### config.mk
export PLATFORM = sky130hd
export DESIGN_NAME = bsw_top
export DESIGN_NICKNAME = d
export VERILOG_FILES = /design/src/rtl/bsw_pkg.sv /design/src/rtl/bsw_cmd_regs.sv /design/src/rtl/bsw_prg_map.sv /design/src/rtl/bsw_chr_map.sv /design/src/rtl/bsw_top.sv
export SDC_FILE = /design/constraint.sdc
export NUM_CORES = 1
export LEC_CHECK = 0
export ABC_AREA = 1
export BUFFER_PORTS_ARGS = -buffer_cell sky130_fd_sc_hd__clkbuf_2
export CELL_PAD_IN_SITES_DETAIL_PLACEMENT = 0
export CELL_PAD_IN_SITES_GLOBAL_PLACEMENT = 1
export CORE_UTILIZATION = 42
export DETAILED_ROUTE_END_ITERATION = 7
export GPL_TIMING_DRIVEN = 1
export HOLD_SLACK_MARGIN = 0.1
export PLACE_DENSITY_LB_ADDON = 0.1
export SYNTH_ARGS = -nofsm -noshare
export SYNTH_HDL_FRONTEND = slang
export SYNTH_SLANG_ARGS = --single-unit
export TNS_END_PERCENT = 50
### constraint.sdc
create_clock -name clk -period 3.3 [get_ports clk]
set_input_delay 0.33 -clock clk [delete_from_list [all_inputs] [get_ports clk]]
set_output_delay 0.33 -clock clk [all_outputs]
set_load 0.02 [all_outputs]
### src/rtl/bsw_pkg.sv
package bsw_pkg;
  localparam int unsigned CMD_W      = 4;
  localparam int unsigned DATA_W     = 8;
  localparam int unsigned NUM_SLOTS  = 8;
  localparam int unsigned WIN_OFS_W  = 13;
  localparam int unsigned SLOT_OFS_W = 10;

  typedef enum logic [1:0] {
    MIR_VERT   = 2'd0,
    MIR_HORZ   = 2'd1,
    MIR_ONE_LO = 2'd2,
    MIR_ONE_HI = 2'd3
  } mirror_e;

  localparam logic [2:0] WIN_LOW  = 3'b011;
  localparam logic [2:0] WIN_CMD  = 3'b100;
  localparam logic [2:0] WIN_PARM = 3'b101;
  localparam logic [2:0] WIN_C    = 3'b110;
  localparam logic [2:0] WIN_TOP  = 3'b111;
endpackage

### src/rtl/bsw_cmd_regs.sv
module bsw_cmd_regs
  import bsw_pkg::*;
(
  input  logic                                 clk,
  input  logic                                 rst,
  input  logic                                 wr_en,
  input  logic [2:0]                           win,
  input  logic [DATA_W-1:0]                    wdata,
  output logic [NUM_SLOTS-1:0][DATA_W-1:0]     chr_banks,
  output logic [DATA_W-1:0]                    low_bank,
  output logic [DATA_W-1:0]                    bank_8k,
  output logic [DATA_W-1:0]                    bank_ak,
  output logic [DATA_W-1:0]                    bank_ck,
  output mirror_e                              mirror
);
  logic [CMD_W-1:0] cmd;
  logic             parm_wr;

  assign parm_wr = wr_en && (win == WIN_PARM);

  always_ff @(posedge clk) begin
    if (rst)                         cmd <= '0;
    else if (wr_en && win == WIN_CMD) cmd <= wdata[CMD_W-1:0];
  end

  for (genvar s = 0; s < NUM_SLOTS; s++) begin : g_slot
    always_ff @(posedge clk) begin
      if (rst)                                chr_banks[s] <= '0;
      else if (parm_wr && cmd == CMD_W'(s))   chr_banks[s] <= wdata;
    end
  end

  always_ff @(posedge clk) begin
    if (rst) begin
      low_bank <= 8'd0;
      bank_8k  <= 8'd0;
      bank_ak  <= 8'd1;
      bank_ck  <= 8'd2;
      mirror   <= MIR_VERT;
    end else if (parm_wr) begin
      case (cmd)
        4'd8:    low_bank <= wdata;
        4'd9:    bank_8k  <= wdata;
        4'd10:   bank_ak  <= wdata;
        4'd11:   bank_ck  <= wdata;
        4'd12:   mirror   <= mirror_e'(wdata[1:0]);
        default: ;
      endcase
    end
  end

  AST_CMD_LATCH: assert property (@(posedge clk) disable iff (rst)
    (wr_en && win == WIN_CMD) |=> (cmd == $past(wdata[CMD_W-1:0])));
  AST_IGNORED_CMD: assert property (@(posedge clk) disable iff (rst)
    (parm_wr && cmd > 4'd12) |=> ($stable(chr_banks) && $stable(low_bank) &&
      $stable(bank_8k) && $stable(bank_ak) && $stable(bank_ck) && $stable(mirror)));
  AST_MIRROR_SRC: assert property (@(posedge clk) disable iff (rst)
    !$stable(mirror) |-> $past(parm_wr && cmd == 4'd12));
endmodule

### src/rtl/bsw_prg_map.sv
module bsw_prg_map
  import bsw_pkg::*;
#(
  parameter int unsigned PRG_BANK_BITS  = 5,
  parameter int unsigned WRAM_BANK_BITS = 1,
  localparam int unsigned PRG_AW  = WIN_OFS_W + PRG_BANK_BITS,
  localparam int unsigned WRAM_AW = WIN_OFS_W + WRAM_BANK_BITS
) (
  input  logic [15:0]         addr,
  input  logic                rd,
  input  logic                wr,
  input  logic [DATA_W-1:0]   low_bank,
  input  logic [DATA_W-1:0]   bank_8k,
  input  logic [DATA_W-1:0]   bank_ak,
  input  logic [DATA_W-1:0]   bank_ck,
  output logic [PRG_AW-1:0]   prg_addr,
  output logic                rom_en,
  output logic [WRAM_AW-1:0]  ram_addr,
  output logic                ram_en,
  output logic                ram_we,
  output logic                ob_en
);
  logic [2:0]        win;
  logic [DATA_W-1:0] sel;
  logic              ram_sel, ram_ok, in_rom;
  logic [5:0]        low_num;

  assign win     = addr[15:13];
  assign low_num = low_bank[5:0];

  always_comb begin
    case (win)
      WIN_LOW:  sel = {2'b00, low_num};
      WIN_CMD:  sel = bank_8k;
      WIN_PARM: sel = bank_ak;
      WIN_C:    sel = bank_ck;
      WIN_TOP:  sel = '1;
      default:  sel = '0;
    endcase
  end

  assign ram_sel = (win == WIN_LOW) && low_bank[6] && low_bank[7];
  assign ram_ok  = ram_sel && ((low_num >> WRAM_BANK_BITS) == 6'd0);
  assign in_rom  = win[2] || ((win == WIN_LOW) && !ram_sel);

  assign prg_addr = {sel[PRG_BANK_BITS-1:0], addr[WIN_OFS_W-1:0]};
  assign ram_addr = {low_num[WRAM_BANK_BITS-1:0], addr[WIN_OFS_W-1:0]};
  assign rom_en   = rd && in_rom;
  assign ram_en   = (rd || wr) && ram_ok;
  assign ram_we   = wr && ram_ok;
  assign ob_en    = rd && ram_sel && !ram_ok;

  logic unused_sel;
  assign unused_sel = ^sel;
endmodule

### src/rtl/bsw_chr_map.sv
module bsw_chr_map
  import bsw_pkg::*;
#(
  parameter int unsigned CHR_BANK_BITS = 8,
  parameter int unsigned CHR_IS_RAM    = 0,
  localparam int unsigned CHR_AW = SLOT_OFS_W + CHR_BANK_BITS
) (
  input  logic [13:0]                       addr,
  input  logic                              rd,
  input  logic                              wr,
  input  logic [NUM_SLOTS-1:0][DATA_W-1:0]  banks,
  output logic [CHR_AW-1:0]                 chr_addr,
  output logic                              en,
  output logic                              we
);
  logic [2:0]        slot;
  logic [DATA_W-1:0] bank;
  logic              in_rng;

  assign slot     = addr[12:10];
  assign bank     = banks[slot];
  assign in_rng   = !addr[13];
  assign chr_addr = {bank[CHR_BANK_BITS-1:0], addr[SLOT_OFS_W-1:0]};
  assign en       = in_rng && (rd || wr);

  if (CHR_IS_RAM != 0) begin : g_ram
    assign we = in_rng && wr;
  end else begin : g_rom
    assign we = 1'b0;
  end

  logic unused_bank;
  assign unused_bank = ^bank;
endmodule

### src/rtl/bsw_top.sv
module bsw_top
  import bsw_pkg::*;
#(
  parameter int unsigned PRG_BANK_BITS  = 5,
  parameter int unsigned WRAM_BANK_BITS = 1,
  parameter int unsigned CHR_BANK_BITS  = 8,
  parameter int unsigned CHR_IS_RAM     = 0,
  localparam int unsigned PRG_AW  = WIN_OFS_W + PRG_BANK_BITS,
  localparam int unsigned WRAM_AW = WIN_OFS_W + WRAM_BANK_BITS,
  localparam int unsigned CHR_AW  = SLOT_OFS_W + CHR_BANK_BITS
) (
  input  logic               clk,
  input  logic               rst,
  input  logic [15:0]        cpu_addr,
  input  logic [7:0]         cpu_wdata,
  input  logic               cpu_rd,
  input  logic               cpu_wr,
  input  logic [13:0]        ppu_addr,
  input  logic               ppu_rd,
  input  logic               ppu_wr,
  output logic [PRG_AW-1:0]  prg_addr,
  output logic               prg_rom_en,
  output logic [WRAM_AW-1:0] wram_addr,
  output logic               wram_en,
  output logic               wram_we,
  output logic               open_bus_en,
  output logic [7:0]         open_bus_data,
  output logic [CHR_AW-1:0]  chr_addr,
  output logic               chr_en,
  output logic               chr_we,
  output logic [1:0]         mirror_mode
);
  logic [NUM_SLOTS-1:0][DATA_W-1:0] chr_banks;
  logic [DATA_W-1:0] low_bank, bank_8k, bank_ak, bank_ck;
  mirror_e           mirror;

  logic [PRG_AW-1:0]  prg_addr_d;
  logic [WRAM_AW-1:0] wram_addr_d;
  logic [CHR_AW-1:0]  chr_addr_d;
  logic rom_en_d, ram_en_d, ram_we_d, ob_en_d, chr_en_d, chr_we_d;

  bsw_cmd_regs u_regs (
    .clk(clk), .rst(rst), .wr_en(cpu_wr), .win(cpu_addr[15:13]), .wdata(cpu_wdata),
    .chr_banks(chr_banks), .low_bank(low_bank), .bank_8k(bank_8k),
    .bank_ak(bank_ak), .bank_ck(bank_ck), .mirror(mirror)
  );

  bsw_prg_map #(.PRG_BANK_BITS(PRG_BANK_BITS), .WRAM_BANK_BITS(WRAM_BANK_BITS)) u_prg (
    .addr(cpu_addr), .rd(cpu_rd), .wr(cpu_wr), .low_bank(low_bank),
    .bank_8k(bank_8k), .bank_ak(bank_ak), .bank_ck(bank_ck),
    .prg_addr(prg_addr_d), .rom_en(rom_en_d), .ram_addr(wram_addr_d),
    .ram_en(ram_en_d), .ram_we(ram_we_d), .ob_en(ob_en_d)
  );

  bsw_chr_map #(.CHR_BANK_BITS(CHR_BANK_BITS), .CHR_IS_RAM(CHR_IS_RAM)) u_chr (
    .addr(ppu_addr), .rd(ppu_rd), .wr(ppu_wr), .banks(chr_banks),
    .chr_addr(chr_addr_d), .en(chr_en_d), .we(chr_we_d)
  );

  always_ff @(posedge clk) begin
    if (rst) begin
      prg_addr      <= '0;
      prg_rom_en    <= 1'b0;
      wram_addr     <= '0;
      wram_en       <= 1'b0;
      wram_we       <= 1'b0;
      open_bus_en   <= 1'b0;
      open_bus_data <= '0;
      chr_addr      <= '0;
      chr_en        <= 1'b0;
      chr_we        <= 1'b0;
      mirror_mode   <= MIR_VERT;
    end else begin
      prg_addr      <= prg_addr_d;
      prg_rom_en    <= rom_en_d;
      wram_addr     <= wram_addr_d;
      wram_en       <= ram_en_d;
      wram_we       <= ram_we_d;
      open_bus_en   <= ob_en_d;
      open_bus_data <= cpu_addr[15:8];
      chr_addr      <= chr_addr_d;
      chr_en        <= chr_en_d;
      chr_we        <= chr_we_d;
      mirror_mode   <= mirror;
    end
  end

  AST_ONE_TARGET: assert property (@(posedge clk) disable iff (rst)
    $onehot0({prg_rom_en, wram_en, open_bus_en}));
  AST_FIXED_TOP: assert property (@(posedge clk) disable iff (rst)
    (cpu_rd && cpu_addr[15:13] == WIN_TOP) |=>
      (prg_rom_en && prg_addr[PRG_AW-1:WIN_OFS_W] == '1));
  AST_RAM_WE_SRC: assert property (@(posedge clk) disable iff (rst)
    wram_we |-> $past(cpu_wr && cpu_addr[15:13] == WIN_LOW));
  AST_CHR_WE_SRC: assert property (@(posedge clk) disable iff (rst)
    chr_we |-> ((CHR_IS_RAM != 0) && $past(ppu_wr && !ppu_addr[13])));
  AST_LOW_QUIET: assert property (@(posedge clk) disable iff (rst)
    (cpu_addr[15] == 1'b0 && cpu_addr[14:13] != 2'b11) |=>
      !(prg_rom_en || wram_en || open_bus_en));
endmodule

==> summary.txt <==
Yosys
  – XOR/XNOR Fraction of Synth Area: 0
  – Yosys warns: 0
  – Synth area leader: dfxtp_1
  – Syn Nets: 997
  – Mux contribution to synthesized area: 0
  – Commonest cells post-synth: nand2_1 (264), nor2_1 (256), dfxtp_1 (140), inv_1 (116), nand3_1 (78)
  – Sequential element share of the synthesized area: 0.458
  – Simple-gate share of the synthesized area: 0.398
  – Post-synth cell types: 21
  – Synth Instances: 953
  – Number of flops mapped to enable cells by yosys: 0
  – Top-count cell post-synth: nand2_1
  – Main combinational cell family by area after synthesis: simple AND/OR/NAND/NOR gates
  – Async SR Flop Fraction: 0
  – Ys flop type: dfxtp_1
  – Share of the synthesized area in the top cell type: 0.458
  – Mapped Area: 6120 sq um
  – Synthesized flop and latch total: 140
  – Post-synthesis average cell area: 6.42 sq um
  – Synth top area cells: dfxtp_1 (46%), nand2_1 (16%), nor2_1 (16%), inv_1 (7.1%), nand3_1 (6.4%)
  – Synth Area in Compound Gates: 0.0155
  – Synth Area in Adders: 0

CTS
  – Clk sinks: 140
  – Clock transition at path regs: 0.06 ns
  – TritonCTS Buffers: 17
  – CTS tree: yes
  – Root Buffer: clkbuf_16
  – Postcts setup bufs: 0
  – Clock Latency Late Sink: 0.42 ns
  – Clock Path Buffers: 2
  – CTS H-Tree Depth: 4

Route
  – Vias: 5599
  – Final ANT Viol Nets: 0
  – DR pass1 iterations: 5
  – # DRC: 0
  – Vias per inst: 4.53
  – Initial DRC count: 411
  – WL per Instance: 12.6 um
  – DRT Wirelength: 15.6 mm

Job
  – Max-Cap Viols: 0

Power and ir drop
  – P per Cell Area: 550 nW/um^2
  – Max VDD drop: 0.430 mV
  – Leakage: 3.48 nW

Worst setup path
  – Critical Path Max Stage Delay: 0.63 ns
  – Critical-path cell list: inv_1, nor2_2, nand2_1, nor2_2, nand2_1, nand2_1, nor2_1
  – Buf/Inv on CP: 1
  – Worst Path Arrival: 2.04 ns
  – Critical Path RT: 3.61 ns
  – CP max-delay cell: nor2_2
  – Crit-path leading delay family: simple AND/OR/NAND/NOR gates
  – Most frequent CP cell: nand2_1
  – Startpoint Class: flip-flop
  – Crit. End Element: flip-flop
  – WS Path Type: flip-flop to flip-flop
  – Worst-path fanout max: 16

Floorplan
  – Die Y: 123 um
  – IO Count: 110
  – Die W: 123 um
  – Initial Util: 0.436
  – Rows: 43
  – Core area: 14000 sq um
  – DIE AREA: 15100 sq um

Placed design
  – DP HPWL: 10.1 mm
  – Dpl cell area: 6620 sq um
  – Port Buffers: 108
  – Gpl congestion: 0.768

Global routing
  – GR Util met2: 0.344
  – All-Layer GR Usage: 0.220
  – Grt ovf: 0
  – Met1 Use GR: 0.302
  – Largest net degree at the start of global routing: 104
  – Initial antenna violation count: 0
  – Vias in the first global route: 4891
  – Met3 GRT Util: 0.0516
  – Most used routing layer: met2
  – First-pass GRT wire length: 25.2 mm

STA
  – Sum Neg Setup Slack: 0 ns
  – Fmax achieved: 580 MHz
  – Minimum clock period: 1.72 ns
  – Layout Skew: 0.00628 ns
  – Final Cycle Share: 0.523
  – Slew margin rel.: 0.480
  – Hold Fails Final Rpt: 0
  – Actual slew at the worst max-slew pin: 0.779 ns
  – RSZ-0062 raised after global routing: false
  – Final setup violation count: 0
  – Slew Limit Fails: 0

Min path
  – Min-Delay Path Class: input port to flip-flop

Layout
  – # diodes: 0
  – Nets: 1088
  – Filler Cells Inserted: 1435
  – Layout area overhead: 21.6%
  – Design Area, Final: 7440 sq um
  – Share of layout cells above drive strength 1: 0.146

Outcome
  – Status: completed
layer usage:
| layer | share of wire | up-vias |
|---|---|---|
| li1 | - | 2989 |
| met1 | 0.49 | 2456 |
| met2 | 0.45 | 143 |
| met3 | 0.050 | 11 |
| met4 | 0.010 | 0 |
| met5 | 0 | - |
power breakdown:
part,internal [mW],switching [mW],leakage (nW)
Clock,1.27,0.740,0.297
Sequential,1.72,0.0143,1.14
Combinational,0.117,0.231,2.05
path summary, 6_finish.rpt:
check / cells past startpoint / slack (ns) / startpoint / end
setup / recovery: 7 / 1.58 / u_regs.cmd[2]$_SDFFE_PP0P_ / u_regs.chr_banks[39]$_SDFFE_PP0P_
hold / removal: 3 / 0.11 / cpu_addr[11] / prg_addr[11]$_SDFF_PP0_
hold reg to reg: 2 / 0.45 / u_regs.mirror[0]$_SDFFE_PP0P_ / mirror_mode[0]$_SDFF_PP0_
setup reg to reg: 7 / 1.58 / u_regs.cmd[2]$_SDFFE_PP0P_ / u_regs.chr_banks[39]$_SDFFE_PP0P_
layout by cell type (no fill, tap or decap), types with 2 or more instances in the layout:
master,count
nand2_1,264
nor2_1,256
dfxtp_1,140
inv_1,115
clkbuf_2,108
nand3_1,78
dlygate4sd3_1,20
clkbuf_16,17
o21ai_0,14
buf_4,6
a21oi_1,5
nor2_2,4
bufinv_16,4
clkinv_4,4
clkinv_1,3
nor3_1,3
inv_2,2
inv_6,2
clkinvlp_4,2
timing repair:
action | CTS | global route
hold endpoints to repair | 19 | 1
hold buffers | 19 | 1
resized for setup | 0 | 0
setup endpoints to repair | 0 | 0
cell families (layout without fill, tap and decap cells):
family / after synthesis / count (layout)
other: 1 / 1
AOI/OAI and AO/OA: 19 / 19
and+or+nand+nor: 610 / 610
buffers and inverters: 183 / 286
DFF: 140 / 140
per-stage QoR:
stage	setup WS (ns)	power (mW)	util	hold WS (ns)	instances
6_report	1.58	4.09	0.530	0.110	1236
5_1_grt	1.38	4.26	0.530	0.103	1236
4_1_cts	1.60	4.13	0.529	0.102	1235
3_5_place_dp	1.31	2.11	0.471	0.448	1185
3_3_place_gp	1.36	2.11	0.471	0.438	1185
2_1_floorplan	1.90	2.01	-	0.403	953
sequential cells by signal, indices dropped and copies added (netlist names):
signal	flops
u_regs.chr_banks	64
chr_addr	18
prg_addr	18
u_regs.low_bank	8
u_regs.bank_8k	5
u_regs.bank_ak	5
u_regs.bank_ck	5
u_regs.cmd	4
open_bus_data	3
mirror_mode	2
u_regs.mirror	2
chr_en	1
open_bus_en	1
prg_rom_en	1
wram_addr	1
wram_en	1
wram_we	1
cell type report:
class	count	area, sq um	area share
Inverter	120	450	0.0605
Timing Repair Buffer	135	806	0.108
Tap cell	180	225	0.0303
Clock inverter	13	193	0.0259
Multi-Input combinational cell	630	2530	0.341
Sequential cell	140	2800	0.377
Clock buffer	18	429	0.0577
tightest hold or removal path: stages:
cell and delay, ns:
clkbuf_2 0.08, inv_1 0.04, nor2_1 0.03
Power figures use the tool's default switching activity.
